==> config.mk <==
export PLATFORM = sky130hd
export DESIGN_NAME = lin_hdr_tx
export DESIGN_NICKNAME = d
export VERILOG_FILES = /design/src/rtl/lin_hdr_tx_pkg.sv /design/src/rtl/lin_tx_hold.sv /design/src/rtl/lin_tx_brkreq.sv /design/src/rtl/lin_tx_shift.sv /design/src/rtl/lin_hdr_tx.sv
export SDC_FILE = /design/constraint.sdc
export NUM_CORES = 1
export LEC_CHECK = 0
export BUFFER_PORTS_ARGS = -buffer_cell sky130_fd_sc_hd__buf_2
export CAP_MARGIN = 15
export CORE_MARGIN = 5
export CORE_UTILIZATION = 50
export CTS_CLUSTER_DIAMETER = 60
export DETAILED_ROUTE_END_ITERATION = 10
export PLACE_DENSITY = 0.71
export SKIP_LAST_GASP = 1
export SLEW_MARGIN = 20
export SYNTH_ARGS = -nofsm -noshare
export SYNTH_HDL_FRONTEND = slang
export SYNTH_SLANG_ARGS = --single-unit
==> constraint.sdc <==
create_clock -name clk -period 5.4 [get_ports clk]
set_clock_uncertainty 0.05 [all_clocks]
set_input_delay 0.81 -clock clk [delete_from_list [all_inputs] [get_ports clk]]
set_output_delay 0.81 -clock clk [all_outputs]
set_load 0.05 [all_outputs]
==> src/rtl/lin_hdr_tx_pkg.sv <==
// Shared types for the LIN header transmitter.
package lin_hdr_tx_pkg;

    // Shift engine line states.
    typedef enum logic [1:0] {
        ST_IDLE  = 2'd0,
        ST_BRK   = 2'd1,
        ST_DELIM = 2'd2,
        ST_CHAR  = 2'd3
    } tx_state_t;

endpackage

==> src/rtl/lin_tx_hold.sv <==
// Holding buffer: one byte waiting for the shift engine.
// Assumes software writes only when empty. A write on the same edge as an
// unload is kept, and the shift engine takes the old byte.
module lin_tx_hold #(
    parameter int DATA_W = 8
) (
    input  logic              clk,
    input  logic              rst_n,
    input  logic              wr,
    input  logic [DATA_W-1:0] wdata,
    input  logic              unload,
    output logic              full,
    output logic [DATA_W-1:0] data
);

    // Track occupancy and capture written bytes.
    always_ff @(posedge clk) begin
        if (!rst_n) begin
            full <= 1'b0;
            data <= '0;
        end else begin
            full <= (full & ~unload) | wr;
            if (wr) begin
                data <= wdata;
            end
        end
    end

    AST_EMPTY_ON_UNLOAD: assert property (@(posedge clk) disable iff (!rst_n)
        (unload && !wr) |=> !full);

endmodule

==> src/rtl/lin_tx_brkreq.sv <==
// Break request latch.
// A strobe is accepted only in master mode. The latch clears when the shift
// engine starts the break field.
module lin_tx_brkreq (
    input  logic clk,
    input  logic rst_n,
    input  logic master_mode,
    input  logic brk_wr,
    input  logic take,
    output logic pend
);

    // Hold a master break request until it is taken.
    always_ff @(posedge clk) begin
        if (!rst_n) begin
            pend <= 1'b0;
        end else begin
            pend <= (pend & ~take) | (brk_wr & master_mode);
        end
    end

    AST_SLAVE_NO_BREAK: assert property (@(posedge clk) disable iff (!rst_n)
        (brk_wr && !master_mode && !pend) |=> !pend);

endmodule

==> src/rtl/lin_tx_shift.sv <==
// Shift engine: sends a break field plus delimiter, or one framed character.
// Assumes baud_tick is a single-cycle pulse. All line changes happen on tick
// edges. At each frame boundary a pending break wins over a buffered byte.
module lin_tx_shift
    import lin_hdr_tx_pkg::*;
#(
    parameter int DATA_W     = 8,
    parameter int BRK_BITS   = 13,
    parameter int DELIM_BITS = 1
) (
    input  logic              clk,
    input  logic              rst_n,
    input  logic              baud_tick,
    input  logic              brk_pend,
    input  logic              buf_full,
    input  logic [DATA_W-1:0] buf_data,
    output logic              brk_take,
    output logic              load,
    output logic              txd,
    output logic              idle
);

    localparam int CHAR_BITS = DATA_W + 2;
    localparam int MAX_BITS  = (BRK_BITS > CHAR_BITS) ? BRK_BITS : CHAR_BITS;
    localparam int CW        = $clog2(MAX_BITS + 1);
    localparam logic [CW-1:0] BRK_LAST   = CW'(BRK_BITS - 1);
    localparam logic [CW-1:0] DELIM_LAST = CW'(DELIM_BITS - 1);
    localparam logic [CW-1:0] CHAR_LAST  = CW'(CHAR_BITS - 1);

    tx_state_t       state;
    logic [CW-1:0]   cnt;
    logic [DATA_W:0] sreg;
    logic            boundary;

    // Find the tick that ends the current field, or a tick while idle.
    always_comb begin
        boundary = 1'b0;
        if (baud_tick) begin
            case (state)
                ST_IDLE:  boundary = 1'b1;
                ST_DELIM: boundary = (cnt == DELIM_LAST);
                ST_CHAR:  boundary = (cnt == CHAR_LAST);
                default:  boundary = 1'b0;
            endcase
        end
        brk_take = boundary & brk_pend;
        load     = boundary & ~brk_pend & buf_full;
    end

    // Advance the line one bit per tick and start the next field at boundaries.
    always_ff @(posedge clk) begin
        if (!rst_n) begin
            state <= ST_IDLE;
            cnt   <= '0;
            sreg  <= '1;
            txd   <= 1'b1;
        end else if (boundary) begin
            cnt <= '0;
            if (brk_pend) begin
                state <= ST_BRK;
                txd   <= 1'b0;
            end else if (buf_full) begin
                state <= ST_CHAR;
                sreg  <= {1'b1, buf_data};
                txd   <= 1'b0;
            end else begin
                state <= ST_IDLE;
                txd   <= 1'b1;
            end
        end else if (baud_tick) begin
            case (state)
                ST_BRK: begin
                    if (cnt == BRK_LAST) begin
                        state <= ST_DELIM;
                        cnt   <= '0;
                        txd   <= 1'b1;
                    end else begin
                        cnt <= cnt + 1'b1;
                    end
                end
                ST_DELIM: begin
                    cnt <= cnt + 1'b1;
                end
                ST_CHAR: begin
                    txd  <= sreg[0];
                    sreg <= {1'b1, sreg[DATA_W:1]};
                    cnt  <= cnt + 1'b1;
                end
                default: begin
                    cnt <= '0;
                end
            endcase
        end
    end

    assign idle = (state == ST_IDLE);

    AST_BREAK_WAITS_STOP: assert property (@(posedge clk) disable iff (!rst_n)
        (state == ST_CHAR && !(baud_tick && cnt == CHAR_LAST)) |=> (state == ST_CHAR));

    AST_BREAK_TO_DELIM: assert property (@(posedge clk) disable iff (!rst_n)
        (state == ST_BRK && baud_tick && cnt == BRK_LAST) |=> (state == ST_DELIM && txd));

endmodule

==> src/rtl/lin_hdr_tx.sv <==
// LIN header transmitter top: holding buffer, break latch and shift engine.
// Assumes an external generator supplies baud_tick once per bit period.
module lin_hdr_tx #(
    parameter int DATA_W     = 8,
    parameter int BRK_BITS   = 13,
    parameter int DELIM_BITS = 1
) (
    input  logic              clk,
    input  logic              rst_n,
    input  logic              baud_tick,
    input  logic              master_mode,
    input  logic              brk_wr,
    input  logic              data_wr,
    input  logic [DATA_W-1:0] data_in,
    output logic              txd,
    output logic              buf_empty,
    output logic              tx_done
);

    logic              buf_full;
    logic [DATA_W-1:0] buf_data;
    logic              brk_pend;
    logic              brk_take;
    logic              load;
    logic              eng_idle;
    logic              past_ok;

    lin_tx_hold #(.DATA_W(DATA_W)) u_hold (
        .clk    (clk),
        .rst_n  (rst_n),
        .wr     (data_wr),
        .wdata  (data_in),
        .unload (load),
        .full   (buf_full),
        .data   (buf_data)
    );

    lin_tx_brkreq u_brk (
        .clk         (clk),
        .rst_n       (rst_n),
        .master_mode (master_mode),
        .brk_wr      (brk_wr),
        .take        (brk_take),
        .pend        (brk_pend)
    );

    lin_tx_shift #(
        .DATA_W     (DATA_W),
        .BRK_BITS   (BRK_BITS),
        .DELIM_BITS (DELIM_BITS)
    ) u_shift (
        .clk       (clk),
        .rst_n     (rst_n),
        .baud_tick (baud_tick),
        .brk_pend  (brk_pend),
        .buf_full  (buf_full),
        .buf_data  (buf_data),
        .brk_take  (brk_take),
        .load      (load),
        .txd       (txd),
        .idle      (eng_idle)
    );

    assign buf_empty = ~buf_full;
    assign tx_done   = eng_idle & ~buf_full & ~brk_pend;

    // Mark the first cycle after reset, so that history checks are valid.
    always_ff @(posedge clk) begin
        if (!rst_n) begin
            past_ok <= 1'b0;
        end else begin
            past_ok <= 1'b1;
        end
    end

    AST_LINE_ON_TICK: assert property (@(posedge clk) disable iff (!rst_n)
        (past_ok && !$past(baud_tick)) |-> $stable(txd));

    AST_DONE_LINE_HIGH: assert property (@(posedge clk) disable iff (!rst_n)
        tx_done |-> txd);

    AST_RESET_STATE: assert property (@(posedge clk)
        (!past_ok && rst_n) |-> (txd && buf_empty));

endmodule

==> results of run 1 <==
## kinds of logic (layout without fill, tap and decap cells)
kind of cell | count (synthesis) | count (layout) | synth area share [%]
XOR/XNOR | 3 | 3 | 2.20
AO/OA/AOI/OAI | 23 | 23 | 16.2
adder cells (fa/ha/maj) | 3 | 3 | 3.14
multiplexers | 17 | 17 | 14.7
buffers and inverters | 14 | 27 | 5.87
AND/OR/NAND/NOR | 36 | 36 | 15.9
flip-flops | 25 | 25 | 41.9
## synthesized netlist by cell type (all sizes together), types with 3 or more instances
cell | count | area, µm²
dfxtp | 25 | 500
mux2i | 16 | 160
nor2 | 14 | 55.1
a2bb2oi | 8 | 70.1
inv | 7 | 26.3
nor3 | 6 | 35.0
buf | 4 | 32.5
nand2 | 4 | 15.0
a21oi | 3 | 15.0
clkbuf | 3 | 11.3
ha | 3 | 37.5
## layout by cell type (no fill, tap or decap)
cell type   netlist  routed
a211o_1           2       2
a211oi_1          2       2
a21oi_1           3       3
a2bb2oi_1         8       8
buf_2             2      16
clkbuf_4          0       3
clkinvlp_4        0       1
dfxtp_1          25      25
ha_1              3       3
inv_1             7       7
mux2_4            1       1
mux2i_1          16      16
nand2_1           4       4
nand3_1           2       2
nand3b_1          1       1
nand4_1           2       2
nor2_1           13      13
nor2_2            1       1
nor2b_1           2       2
nor3_1            5       5
nor3_2            1       1
nor3b_1           1       1
nor4_1            2       2
o2111ai_1         2       2
o21a_1            1       1
o21ai_0           1       1
o21ai_1           1       1
o221a_2           1       1
o221ai_2          2       2
or3b_1            1       1
or4b_4            1       1
xnor2_1           2       2
xor2_1            1       1
## flip-flops by register name, summed over array words and instances (netlist names)
| name | flops |
|---|---|
| u_brk.pend | 1 |
| u_hold.data | 8 |
| u_hold.full | 1 |
| u_shift.cnt | 4 |
| u_shift.sreg | 8 |
| u_shift.state | 2 |
| u_shift.txd | 1 |
## cell type report
class,count,area [µm²]
fillers,221,960
multi-input cells,82,623
flip-flops and latches,25,500
repair buffers,16,80.1
well taps,28,35.0
inverters,7,26.3
clock buffers,3,22.5
clock inverters,1,7.51
## critical path, stage by stage (launching register included)
cell,delay [ns]
dfxtp_1,0.42
nor4_1,0.29
buf_2,0.30
## report_power, final
part	switching (mW)	internal, mW	total [mW]	leakage (nW)
Clock	0.0569	0.0282	0.0851	0.0139
Sequential	0.00961	0.196	0.205	0.205
Combinational	0.0356	0.0282	0.0638	0.317
## through the flow
stage	instances	utilization [%]	total power, mW
after floorplan	121	-	0.259
after global placement	158	56.1	0.271
after detailed placement	158	56.1	0.273
after CTS	162	57.4	0.357
after global routing	162	57.4	0.375
final	162	57.4	0.354
## worst min path at each step
| stage | from | endpoint | cells after the start |
|---|---|---|---|
| 5_1_grt | u_shift.sreg[2] | u_shift.sreg[2] | 1 |
| 2_1_floorplan | u_hold.data[0] | u_hold.data[0] | 2 |
| 4_1_cts | u_shift.sreg[3] | u_shift.sreg[3] | 1 |
| 3_5_place_dp | u_shift.sreg[3] | u_shift.sreg[3] | 1 |
| 3_3_place_gp | u_shift.sreg[5] | u_shift.sreg[5] | 1 |
| 6_report | u_shift.sreg[1] | u_shift.sreg[1] | 1 |
## routing by layer
layer / track usage [%] / up-vias / wire, µm
li1: - / 462 / -
met1: 17.6 / 409 / 1150
met2: 21.3 / 15 / 968
met3: 2.19 / 0 / 89
met4: 3.88 / 0 / 0
met5: 0 / - / 0
==> results.txt, run 1 <==
Outcome -> finished, final reports clean
Initial antenna violation count -> 0
Ant. Diodes -> 0
CTS tree -> built
Peak supply drop -> 0.172 mV
Min Clock Period, post-route -> 2.19 ns
Hold-fix buffer count after cts -> 0
Finish-stage setup viols -> 0
Worst Slack Setup Final -> 3.21 ns
Crit-path max FO -> 9
Post-route ant nets -> 0
CTS H-tree lvls -> 1
Power Density -> 274 nW/µm²
Final WL -> 2210 µm
Tot GR Track Use -> 13.1%
Final Cell Area -> 1290 µm²
Main synth FF type -> dfxtp_1
Global-route wire length before repair -> 3550 µm
# Post-CTS Setup Buffers -> 0
Origin of the critical flop-to-flop path -> u_shift.cnt[0]
Synth cell types -> 33
CP Capture Point -> tx_done
IO Pins -> 17
Final hold vios -> 0
Largest net degree at the start of global routing -> 16
Die height -> 58.9 µm
RSZ-0062 raised after global routing -> no
Type of the most critical hold path -> flip-flop to flip-flop
Cell Area, Synth -> 1190 µm²
Rows -> 17
Clock Sinks -> 25
Mean number of vias per cell -> 5.47
Slew @ Worst Pin -> 0.602 ns
Worst endpoint required time -> 4.54 ns
Syn Inst Count -> 121
Initial core utilization -> 52.9%
R2r setup slk -> 3.51 ns
Final critical-path share of the clock period -> 40.5%
Startpoint Class -> flip-flop
Synthesized Nets -> 138
EDFF count, synth -> 0
Register-to-Register Path Depth -> 6
Inserted Clock Buffers -> 3
Sequential share of the synthesized area -> 41.9%
Area grow syn2layout -> 8.49%
Dpl ws -> 3.35 ns
DRC -> 0
Max cap viols -> 0
Worst setup EP type -> primary output
Chip Width -> 58.9 µm
Worst hold slack -> 0.453 ns
CTS max path bufs -> 2
Post-synth ARST share -> 0%
Static Leak -> 0.536 nW
Pins over their slew limit -> 0
Post-CTS resize count -> 0
Clk slew on worst S/H paths -> 0.14 ns
Drt pass-1 iters -> 4
Slew headroom -> 59.9%
Ys Warns -> 0
Port Buffer Count -> 16
Fraction of layout cells with a size suffix above 1 -> 20.1%
Max Fclk -> 457 MHz
Root buffer cell -> clkbuf_4
DP Area -> 1260 µm²
Total grt overflow -> 0
Critical Path AT -> 1.33 ns
Via count -> 886
Skew-Pair Late Insertion Delay -> 0.32 ns
Core Footprint -> 2250 µm²
Initial drt markers -> 15
Final nets -> 152
Worst R2R End -> u_shift.txd
Routed len/inst -> 13.6 µm
DPL Wire Length -> 1680 µm
Register bit total from synthesis -> 25
Syn avg cell area -> 9.86 µm²
Crit path kind -> flip-flop to primary output
Die Area -> 3460 µm²
Final Wtd Congestion -> 0.823
Vias in the first global route -> 817
Crit path from -> u_shift.state[0]
TNS Setup -> 0 ns
Note: power is estimated with default switching activity, not from simulation.
==> run 2: changes to the inputs <==
--- a/config.mk
+++ b/config.mk
@@ -8,10 +8,10 @@
 export BUFFER_PORTS_ARGS = -buffer_cell sky130_fd_sc_hd__buf_2
 export CAP_MARGIN = 15
 export CORE_MARGIN = 5
-export CORE_UTILIZATION = 50
+export CORE_UTILIZATION = 49
 export CTS_CLUSTER_DIAMETER = 60
 export DETAILED_ROUTE_END_ITERATION = 10
-export PLACE_DENSITY = 0.71
+export PLACE_DENSITY = 0.73
 export SKIP_LAST_GASP = 1
 export SLEW_MARGIN = 20
 export SYNTH_ARGS = -nofsm -noshare
==> constraint.sdc (replaced) <==
create_clock -name clk -period 1.8 [get_ports clk]
set_clock_uncertainty 0.05 [all_clocks]
set_input_delay 0.27 -clock clk [delete_from_list [all_inputs] [get_ports clk]]
set_output_delay 0.27 -clock clk [all_outputs]
set_load 0.05 [all_outputs]
==> run 2 against run 1 <==
  * Design area increased by 7.0%
  * Utilization increased by 3.4 points
  * Wire length rose by 7.1%
  * Clock power increased to 3.0 times the previous value
  * Combinational power grew to 3.4 times the previous value
  * Critical path depth up 5
  * Sequential power grew to 3.0 times the previous value
  * Cell count grew 4.3%
  * Setup slack got worse by 3.2 ns
  * Global-route usage is 1.9 points higher
  * Critical endpoint is now u_shift.sreg[6]
  * Largest cell class unchanged
  * Largest power group unchanged
==> results.txt, run 2 (synthesis results as in run 1) <==
P_sw -> 314 µW (+210%)
Most frequent cells in the layout -> 23 x dfxtp_1, 16 x mux2i_1, 15 x buf_2, 13 x nor2_1, 8 x a2bb2oi_1
Routed len/inst -> 14.0 µm (+2.6%)
Most common cell after layout, fill and taps aside -> dfxtp_1
Final nets -> 159 (+4.6%)
Worst Slack Setup Final -> 0.0539 ns (-3.16 ns)
Final hold vios -> 0 (unchanged)
CTS H-tree lvls -> 1 (unchanged)
Critical Path AT -> 1.92 ns (+0.59 ns)
Core Footprint -> 2280 µm² (+0.94%)
Flop pwr share -> 56.3% (-1.7 points)
Die height -> 59.4 µm (+0.84%)
RSZ-0062 raised after global routing -> yes
Max cap viols -> 0 (unchanged)
Clk slew on worst S/H paths -> 0.14 ns (about the same)
Type of the most critical hold path -> input pin to flip-flop
Area grow syn2layout -> 16.0%
CTS tree -> built
Initial antenna violation count -> 0 (unchanged)
Initial drt markers -> 20 (+5)
Drt pass-1 iters -> 4 (unchanged)
Origin of the critical flop-to-flop path -> u_shift.cnt[0]
Max Fclk -> 573 MHz
Combinational power share -> 20.2% (+2.2 points)
WHS Path Cells -> 2 (+1)
Register-to-Register Path Depth -> 7 (+1)
Static Leak -> 0.578 nW (+7.9%)
Hold-fix buffer count after cts -> 0 (unchanged)
Worst setup EP type -> flip-flop
Total grt overflow -> 0 (unchanged)
DRC -> 0 (unchanged)
P_int -> 773 µW (+210%)
Leading registers by flop count -> u_hold.data x8, u_shift.sreg x8, u_shift.cnt x4
Final critical-path share of the clock period -> 97.0%
Fraction of layout cells with a size suffix above 1 -> 27.7% (+7.5 points)
Port Buffer Count -> 16 (unchanged)
Inserted Clock Buffers -> 3 (unchanged)
Clock Sinks -> 25 (unchanged)
Root buffer cell -> clkbuf_4
Vias in the first global route -> 934 (+14%)
# fillers -> 193 (-13%)
Tot GR Track Use -> 14.9% (+1.9 points)
Peak supply drop -> 0.472 mV (+170%)
R2r setup slk -> 0.05 ns (-3.46 ns)
Chip Width -> 59.4 µm (+0.84%)
Startpoint Class -> flip-flop
# Post-CTS Setup Buffers -> 0 (unchanged)
IO Pins -> 17 (unchanged)
Final WL -> 2370 µm (+7.1%)
Worst endpoint required time -> 1.97 ns (-2.57 ns)
Worst R2R End -> u_shift.sreg[6]
Skew-Pair Late Insertion Delay -> 0.32 ns (about the same)
HP Start -> rst_n
Slew headroom -> 72.9% (+13 points)
Crit path kind -> flip-flop to flip-flop
Clk pwr share -> 23.5% (-0.5 points)
Min Clock Period, post-route -> 1.75 ns
Crit-path max FO -> 4 (-5)
Rows -> 17 (unchanged)
Dpl ws -> 0.0479 ns (-3.30 ns)
Outcome -> finished, final reports clean
Via count -> 938 (+5.9%)
Power Density -> 785 nW/µm² (+190%)
Pins over their slew limit -> 0 (unchanged)
Initial core utilization -> 52.4% (-0.49 points)
Final design utilization -> 60.9% (+3.4 points)
Switching part of the total power -> 28.9% (+0.10 points)
CTS max path bufs -> 2 (unchanged)
Global-route wire length before repair -> 4110 µm (+16%)
DPL Wire Length -> 1800 µm (+6.7%)
Die Area -> 3520 µm² (+1.7%)
Slew @ Worst Pin -> 0.405 ns (-0.197 ns)
Mean number of vias per cell -> 5.55 (+1.5%)
Final Wtd Congestion -> 0.848 (+3.0%)
Post-route ant nets -> 0 (unchanged)
Worst hold endpoint -> u_shift.txd
Ant. Diodes -> 0 (unchanged)
Largest net degree at the start of global routing -> 16 (unchanged)
Finish-stage setup viols -> 0 (unchanged)
==> run 2: repair_timing <==
action | CTS | global route
endpoints found under the setup margin | 0 | 15
hold endpoints to repair | 0 | 0
gates resized for setup | 0 | 9
==> run 2: metal layers <==
metal,track usage [%],wire (µm),vias up
li1,-,-,478
met1,19.0,1100,437
met2,24.0,1140,21
met3,3.49,116,2
met4,6.15,14,0
met5,0,0,-
==> run 2: power by group through the flow <==
| stage | Combinational [mW] | Clock, mW | Sequential (mW) |
|---|---|---|---|
| finish | 0.219 | 0.256 | 0.612 |
| global placement | 0.204 | 0 | 0.622 |
| floorplan | 0.158 | 0 | 0.621 |
| CTS | 0.211 | 0.265 | 0.611 |
| detailed placement | 0.210 | 0 | 0.623 |
| global route | 0.238 | 0.291 | 0.616 |
==> run 2: per-stage QoR <==
stage          total power, mW  instances  area [µm²]  hold WS, ns  setup TNS (ns)
2_1_floorplan            0.779        121        1200        0.286               0
3_3_place_gp             0.826        165        1320        0.425               0
3_5_place_dp             0.834        165        1320        0.432               0
4_1_cts                   1.09        169        1350       0.0970               0
5_1_grt                   1.15        169        1390       0.0894          -0.122
6_report                  1.09        169        1390        0.107               0
==> run 2: final cells by class <==
type	instances	area, µm²	share of cell area, %
clock inverter	1	7.51	0.542
sequential	25	503	36.3
multi-input combinational	82	652	47.1
inverter	7	26.3	1.90
timing repair buffer	23	139	10.0
clock buffer	3	22.5	1.63
tap	28	35.0	2.53
==> run 2: worst max path at each step <==
stage	startpoint	end	cells after the start
finish	u_shift.cnt[0]	u_shift.sreg[6]	7
global route	u_shift.cnt[0]	u_shift.cnt[0]	7
CTS	u_shift.cnt[1]	u_shift.sreg[6]	7
detailed placement	u_shift.cnt[1]	u_shift.sreg[6]	7
global placement	u_shift.cnt[1]	u_shift.state[0]	6
floorplan	u_shift.cnt[0]	u_shift.txd	6
==> run 2: critical path, stage by stage, from the launching register on <==
cell       delay [ns]
dfxtp_2          0.34
inv_1            0.06
ha_2             0.18
or4b_4           0.49
o221ai_4         0.10
buf_6            0.16
mux2i_1          0.20
a2bb2oi_1        0.08
